### config.mk
export PLATFORM = sky130hd
export DESIGN_NAME = hdlc_frame_status_fifo
export DESIGN_NICKNAME = d
export VERILOG_FILES = /design/src/rtl/fsf_pkg.sv /design/src/rtl/fsf_byte_counter.sv /design/src/rtl/fsf_entry_fifo.sv /design/src/rtl/fsf_read_steer.sv /design/src/rtl/hdlc_frame_status_fifo.sv
export SDC_FILE = /design/constraint.sdc
export NUM_CORES = 1
export LEC_CHECK = 0
export ABC_AREA = 1
export BUFFER_PORTS_ARGS = -buffer_cell sky130_fd_sc_hd__buf_2
export CORE_ASPECT_RATIO = 0.75
export CORE_MARGIN = 5
export CORE_UTILIZATION = 40
export DETAILED_ROUTE_END_ITERATION = 12
export HOLD_SLACK_MARGIN = 0.03
export PLACE_DENSITY = 0.68
export SYNTH_ARGS = -nofsm -noshare
export SYNTH_HDL_FRONTEND = slang
export SYNTH_SLANG_ARGS = --single-unit
### constraint.sdc
create_clock -name clk -period 4.75 [get_ports clk]
set_input_delay 0.7125 -clock clk [delete_from_list [all_inputs] [get_ports clk]]
set_output_delay 0.7125 -clock clk [all_outputs]
set_load 0.1 [all_outputs]
### src/rtl/fsf_pkg.sv
`timescale 1ns/1ps
// Shared constants and the queue entry type for the frame status queue.
package fsf_pkg;
    localparam int unsigned FSF_CNT_W = 14;
    localparam int unsigned FSF_RES_W = 3;

    typedef struct packed {
        logic [FSF_CNT_W-1:0] count;
        logic [FSF_RES_W-1:0] residue;
        logic                 overrun;
        logic                 crc_err;
    } fsf_entry_t;
endpackage

### src/rtl/fsf_byte_counter.sv
`timescale 1ns/1ps
// Frame byte counter.
// Clears on the opening flag and at end of frame, and counts byte strobes.
// Assumes open_flag, eof and byte_stb are single-cycle pulses. The counter
// wraps at its width.
module fsf_byte_counter #(
    parameter int unsigned CNT_W = 14
) (
    input  logic             clk,
    input  logic             rst_n,
    input  logic             clr,
    input  logic             open_flag,
    input  logic             byte_stb,
    input  logic             eof,
    output logic [CNT_W-1:0] count
);
    // Count bytes between the opening flag and the end of frame.
    always_ff @(posedge clk) begin
        if (!rst_n || clr) begin
            count <= '0;
        end else if (open_flag || eof) begin
            count <= '0;
        end else if (byte_stb) begin
            count <= count + 1'b1;
        end
    end


    byte_incr_chk: assert property (@(posedge clk) disable iff (!rst_n)
        (byte_stb && !open_flag && !eof && !clr) |=> count == $past(count) + 1'b1);


    flag_clear_chk: assert property (@(posedge clk) disable iff (!rst_n)
        (open_flag || eof) |=> count == '0);
endmodule

### src/rtl/fsf_entry_fifo.sv
`timescale 1ns/1ps
// Circular queue of frame status entries.
// Drops a push while full and then raises a sticky overflow, which only flush
// clears. Flush also resets both pointers. Assumes the caller never pops
// while empty, and ignores such a pop if it happens.
module fsf_entry_fifo
    import fsf_pkg::*;
#(
    parameter int unsigned DEPTH = 10
) (
    input  logic       clk,
    input  logic       rst_n,
    input  logic       flush,
    input  logic       push,
    input  fsf_entry_t wdata,
    input  logic       pop,
    output fsf_entry_t rdata,
    output logic       empty,
    output logic       full,
    output logic       overflow
);
    localparam int unsigned PTR_W = (DEPTH > 1) ? $clog2(DEPTH) : 1;
    localparam int unsigned OCC_W = $clog2(DEPTH + 1);
    localparam logic [PTR_W-1:0] LAST = PTR_W'(DEPTH - 1);
    localparam logic [OCC_W-1:0] FULL_OCC = OCC_W'(DEPTH);

    fsf_entry_t       mem [DEPTH];
    logic [PTR_W-1:0] wr_ptr, rd_ptr;
    logic [OCC_W-1:0] occ;
    logic             push_ok, pop_ok;

    assign empty   = (occ == '0);
    assign full    = (occ == FULL_OCC);
    assign push_ok = push && !full;
    assign pop_ok  = pop && !empty;
    assign rdata   = mem[rd_ptr];

    // Write the storage array. It has no reset, because the pointers guard it.
    always_ff @(posedge clk) begin
        if (push_ok) begin
            mem[wr_ptr] <= wdata;
        end
    end

    // Advance the pointers and track occupancy.
    always_ff @(posedge clk) begin
        if (!rst_n || flush) begin
            wr_ptr <= '0;
            rd_ptr <= '0;
            occ    <= '0;
        end else begin
            if (push_ok) begin
                wr_ptr <= (wr_ptr == LAST) ? '0 : wr_ptr + 1'b1;
            end
            if (pop_ok) begin
                rd_ptr <= (rd_ptr == LAST) ? '0 : rd_ptr + 1'b1;
            end
            if (push_ok && !pop_ok) begin
                occ <= occ + 1'b1;
            end else if (pop_ok && !push_ok) begin
                occ <= occ - 1'b1;
            end
        end
    end

    // Set the sticky overflow flag on a push into a full queue.
    always_ff @(posedge clk) begin
        if (!rst_n || flush) begin
            overflow <= 1'b0;
        end else if (push && full) begin
            overflow <= 1'b1;
        end
    end


    no_overwrite_chk: assert property (@(posedge clk) disable iff (!rst_n)
        (push && full && !pop && !flush) |=> (full && wr_ptr == $past(wr_ptr)));


    ovf_sticky_chk: assert property (@(posedge clk) disable iff (!rst_n)
        (overflow && !flush) |=> overflow);


    occ_bound_chk: assert property (@(posedge clk) disable iff (!rst_n)
        occ <= FULL_OCC);
endmodule

### src/rtl/fsf_read_steer.sv
`timescale 1ns/1ps
// Read steering for the main status view.
// A count-high read latches whether the queue held data. The next main read
// pops once and drops the steering. Assumes the two read strobes never
// coincide.
module fsf_read_steer (
    input  logic clk,
    input  logic rst_n,
    input  logic flush,
    input  logic rd_hi,
    input  logic rd_main,
    input  logic empty,
    output logic steer,
    output logic pop
);
    assign pop = rd_main && steer;

    // Latch the steering on a count-high read and release it on a main read.
    always_ff @(posedge clk) begin
        if (!rst_n || flush) begin
            steer <= 1'b0;
        end else if (rd_hi) begin
            steer <= !empty;
        end else if (rd_main) begin
            steer <= 1'b0;
        end
    end


    pop_once_chk: assert property (@(posedge clk) disable iff (!rst_n)
        (pop && !rd_hi) |=> !pop);


    no_underflow_chk: assert property (@(posedge clk) disable iff (!rst_n)
        steer |-> !empty);
endmodule

### src/rtl/hdlc_frame_status_fifo.sv
`timescale 1ns/1ps
// Receive frame status queue with byte counter.
// At end of frame it queues the byte count and frame status while the
// enable bit is set and the channel is in HDLC mode. Otherwise every view
// bypasses to the live registers. Assumes the strobes are single-cycle pulses.
module hdlc_frame_status_fifo
    import fsf_pkg::*;
#(
    parameter int unsigned DEPTH = 10
) (
    input  logic       clk,
    input  logic       rst_n,
    input  logic       chan_rst,
    input  logic       fifo_en,
    input  logic       hdlc_mode,
    input  logic       open_flag,
    input  logic       byte_stb,
    input  logic       eof,
    input  logic [2:0] frm_residue,
    input  logic       frm_overrun,
    input  logic       frm_crc_err,
    input  logic [7:0] live_main,
    input  logic [7:0] live_aux2,
    input  logic [7:0] live_aux3,
    input  logic       rd_main,
    input  logic       rd_cnt_hi,
    output logic [7:0] main_stat,
    output logic [7:0] cnt_lo,
    output logic [7:0] cnt_hi,
    output logic       data_avail,
    output logic       fifo_ovf
);
    localparam int unsigned HI_W = FSF_CNT_W - 8;

    logic                 active, flush, push, pop, steer, empty, full, ovf;
    logic [FSF_CNT_W-1:0] count;
    fsf_entry_t           wentry, head;

    assign active = fifo_en && hdlc_mode;
    assign flush  = chan_rst || !active;
    assign push   = eof && active;
    assign wentry = '{count: count, residue: frm_residue,
                      overrun: frm_overrun, crc_err: frm_crc_err};

    fsf_byte_counter #(.CNT_W(FSF_CNT_W)) u_counter (
        .clk       (clk),
        .rst_n     (rst_n),
        .clr       (chan_rst),
        .open_flag (open_flag),
        .byte_stb  (byte_stb),
        .eof       (eof),
        .count     (count)
    );

    fsf_entry_fifo #(.DEPTH(DEPTH)) u_fifo (
        .clk      (clk),
        .rst_n    (rst_n),
        .flush    (flush),
        .push     (push),
        .wdata    (wentry),
        .pop      (pop),
        .rdata    (head),
        .empty    (empty),
        .full     (full),
        .overflow (ovf)
    );

    fsf_read_steer u_steer (
        .clk     (clk),
        .rst_n   (rst_n),
        .flush   (flush),
        .rd_hi   (rd_cnt_hi),
        .rd_main (rd_main),
        .empty   (empty),
        .steer   (steer),
        .pop     (pop)
    );

    assign data_avail = !empty;
    assign fifo_ovf   = ovf;

    // Select the register views: queue fields when active, live images otherwise.
    always_comb begin
        if (active) begin
            cnt_hi = {ovf, !empty, head.count[FSF_CNT_W-1 -: HI_W]};
            cnt_lo = head.count[7:0];
        end else begin
            cnt_hi = live_aux3;
            cnt_lo = live_aux2;
        end
        if (active && steer) begin
            main_stat = {live_main[7], head.crc_err, head.overrun, live_main[4],
                         head.residue, live_main[0]};
        end else begin
            main_stat = live_main;
        end
    end


    bypass_empty_chk: assert property (@(posedge clk) disable iff (!rst_n)
        !active |=> !data_avail && !fifo_ovf);


    chan_reset_chk: assert property (@(posedge clk) disable iff (!rst_n)
        chan_rst |=> !data_avail && !fifo_ovf);


    push_fills_chk: assert property (@(posedge clk) disable iff (!rst_n)
        (push && !chan_rst) |=> data_avail);
endmodule

==> run metrics <==
Rows 49; crit path buf inv count 3; number of DRC markers in iteration 0 between 600 and 700; crit path kind flop to primary output; DR vias 6783; Post-route DRC 0; #FFs+latches synth around 220; number of I/O pins 65; Final Cycle Share 0.8062; Worst Max-Slew Pin Slew 1.103 ns; first-pass GRT wire length 35750 um; synth warn 0; DP Wirelength roughly 13000 um; clock period minus worst slack between 3 and 4 ns; Fin. Hold Viols 0; drt wl/cell about 16 um; Leak about 4.5 nW; RSZ-0062 raised after global routing no; CP startpoint kind flop; Die Y roughly 150 um; final antenna-violating net count 0; largest net degree at the start of global routing 96; number of H-tree levels 1; number of global-route vias before repair around 6500; Pins Over Slew Limit 0; IO Port Bufs between 50 and 60; die area between 20000 and 30000 sq um; Starting Density 0.4062; post-synthesis cell area 9737 sq um; R2R setup slack roughly 2.4 ns; total track usage 0.1610; Post-Route Skew 0.009656 ns; max_cap viols 0; ant diodes 0; First-pass DRT Iterations 5; Tot Pwr between 0.003 and 0.004 W; CTS Buf Count 22; Resized Gates After CTS 0; Worst Setup End Kind primary output; Critical Path RT ~4.0 ns; most frequent cells in the layout 311 x nand2_1, 190 x edfxtp_1, 147 x inv_1; Mapped Cells around 1000; CP top delay family buffers and inverters; Clock Root Buffer clkbuf_16; Setup violations, final 0; sequential area share after synthesis 0.6518; pwr/cell area about 360 nW/um^2; Post-DP Area between 10000 and 15000 sq um; slowest stage delay, CP 0.78 ns; Critical Path Fanout Max 20; cell area after layout about 11000 sq um; # nets final roughly 1100; Total Wirelength ~23000 um; area leader, netlist edfxtp_1; Clock transition at path regs about 0.06 ns; maximum VDD drop a little over 0.2 mV; grt ovf 0; CTS Buffer Depth 3; post-CTS setup buffer count 0; RD Place Congestion 0.7964; top post-synthesis cells by area edfxtp_1 59%, nand2_1 12%, dfxtp_1 6.6%, nand3_1 6.1%, inv_1 5.7%; post-synth top area share 0.5860; HP Class input pin to flop; initial antenna violation count 0; share of post-route cells with drive strength above 1 0.1181; Die X 190.2 um; outcome complete, no violations; Crit path arrival time about 3.1 ns; CTS tree done; Slew Limit Headroom 0.2643; syn_area_per_cell ~10 sq um; final setup TNS 0 ns; Cell Chain, Critical Path buf_4 -> clkinv_1 -> nand3_1 -> nand3_1 -> a21oi_1 -> buf_2; area delta synth->final 13.22%; via density per instance about 4.9; Core Area between 20000 and 25000 sq um; Fmax around 0.26 GHz; most common cell after layout, fill and taps aside nand2_1; CTS Hold Buffers Added 0; Netlist cell types 31; most frequent CP cell nand3_1; syn nets ~1000; Critical-path top delay cell clkinv_1; Sink Count around 220; Clock Latency Late Sink around 0.50 ns
final timing paths:
check,startpoint,end,cells past startpoint
worst max-delay path,flop,cnt_lo[7],6
worst max register to register,u_fifo.occ[0],u_fifo.mem[2][9],7
worst min-delay path,rd_cnt_hi,u_steer.steer,3
worst min register to register,u_fifo.overflow,u_fifo.overflow,2
final cells by class:
cell class,instances,area [sq um]
fillers,2229,12950
clock buffers,36,654.4
flip-flops and latches,222,6347
well taps,331,414.1
inverters,152,570.5
clock inverters,4,17.52
multi-input cells,581,2613
repair buffers,72,407.9
cells in the mapped netlist:
master    number
a211oi_1       1
a21oi_1       58
a31oi_1        1
buf_1          2
buf_2         21
buf_4          5
buf_6          6
clkbuf_1       8
clkinv_1       2
dfxtp_1       32
edfxtp_1     190
fa_1           1
ha_1           4
inv_1        147
inv_2          3
mux2i_1        1
nand2_1      311
nand2_2        6
nand3_1      119
nand3_2        1
nand4_1        3
nor2_1        50
nor2_2         1
nor2_4         4
nor3_1         5
nor3b_1        1
o21ai_0        7
o21ai_1        2
o31ai_1        1
xnor2_1        2
xor2_1         2
cells by family (layout without fill, tap and decap cells):
family | after synthesis | count (layout) | synth area share
simple gates | 501 | 501 | 0.2158
fa+ha+maj | 5 | 5 | 0.007196
mux | 1 | 1 | 0.001028
xor+xnor | 4 | 4 | 0.003599
flops | 222 | 222 | 0.6518
buf+inv | 194 | 264 | 0.08404
compound gates | 70 | 70 | 0.03662
worst reg2reg max path: stages, from the launching register on:
cell     delay (ns)
dfxtp_1        0.41
nor2_1         0.13
nand3_1        0.09
nand2_1        0.12
inv_1          0.20
nand2_1        0.16
nor2_2         0.60
buf_4          0.37
sequential cells by signal, summed over array words and instances, names as in the netlist, named ones only:
| register | flops |
|---|---|
| u_fifo.occ | 4 |
| u_fifo.overflow | 1 |
| u_counter.count | 14 |
| u_steer.steer | 1 |
| u_fifo.mem | 190 |
| u_fifo.wr_ptr | 4 |
| u_fifo.rd_ptr | 4 |
routing by layer:
metal	GRT usage	vias to the layer above	share of wire
li1	-	3337	-
met1	0.2384	3161	0.47
met2	0.2491	242	0.44
met3	0.03050	43	0.075
met4	0.03446	0	0.019
met5	0	-	0
stage by stage:
stage / setup slack [ns] / util / hold WS, ns / instances
after floorplan: 0.8268 / - / 0.4565 / 997
after CTS: 1.023 / 0.4599 / 0.4611 / 1398
final: 0.9204 / 0.4599 / 0.4795 / 1398
after detailed placement: 1.284 / 0.4319 / 0.4647 / 1358
after global routing: 0.8641 / 0.4599 / 0.4681 / 1398
after global placement: 1.316 / 0.4319 / 0.4733 / 1358
power breakdown:
| part | internal (W) | switching (W) |
|---|---|---|
| combinational | 0.0000350 | 0.000149 |
| sequential | 0.00210 | 0.00000214 |
| clock | 0.000938 | 0.000698 |
| total | 0.00307 | 0.000850 |
(Power assumes the default switching activity.)
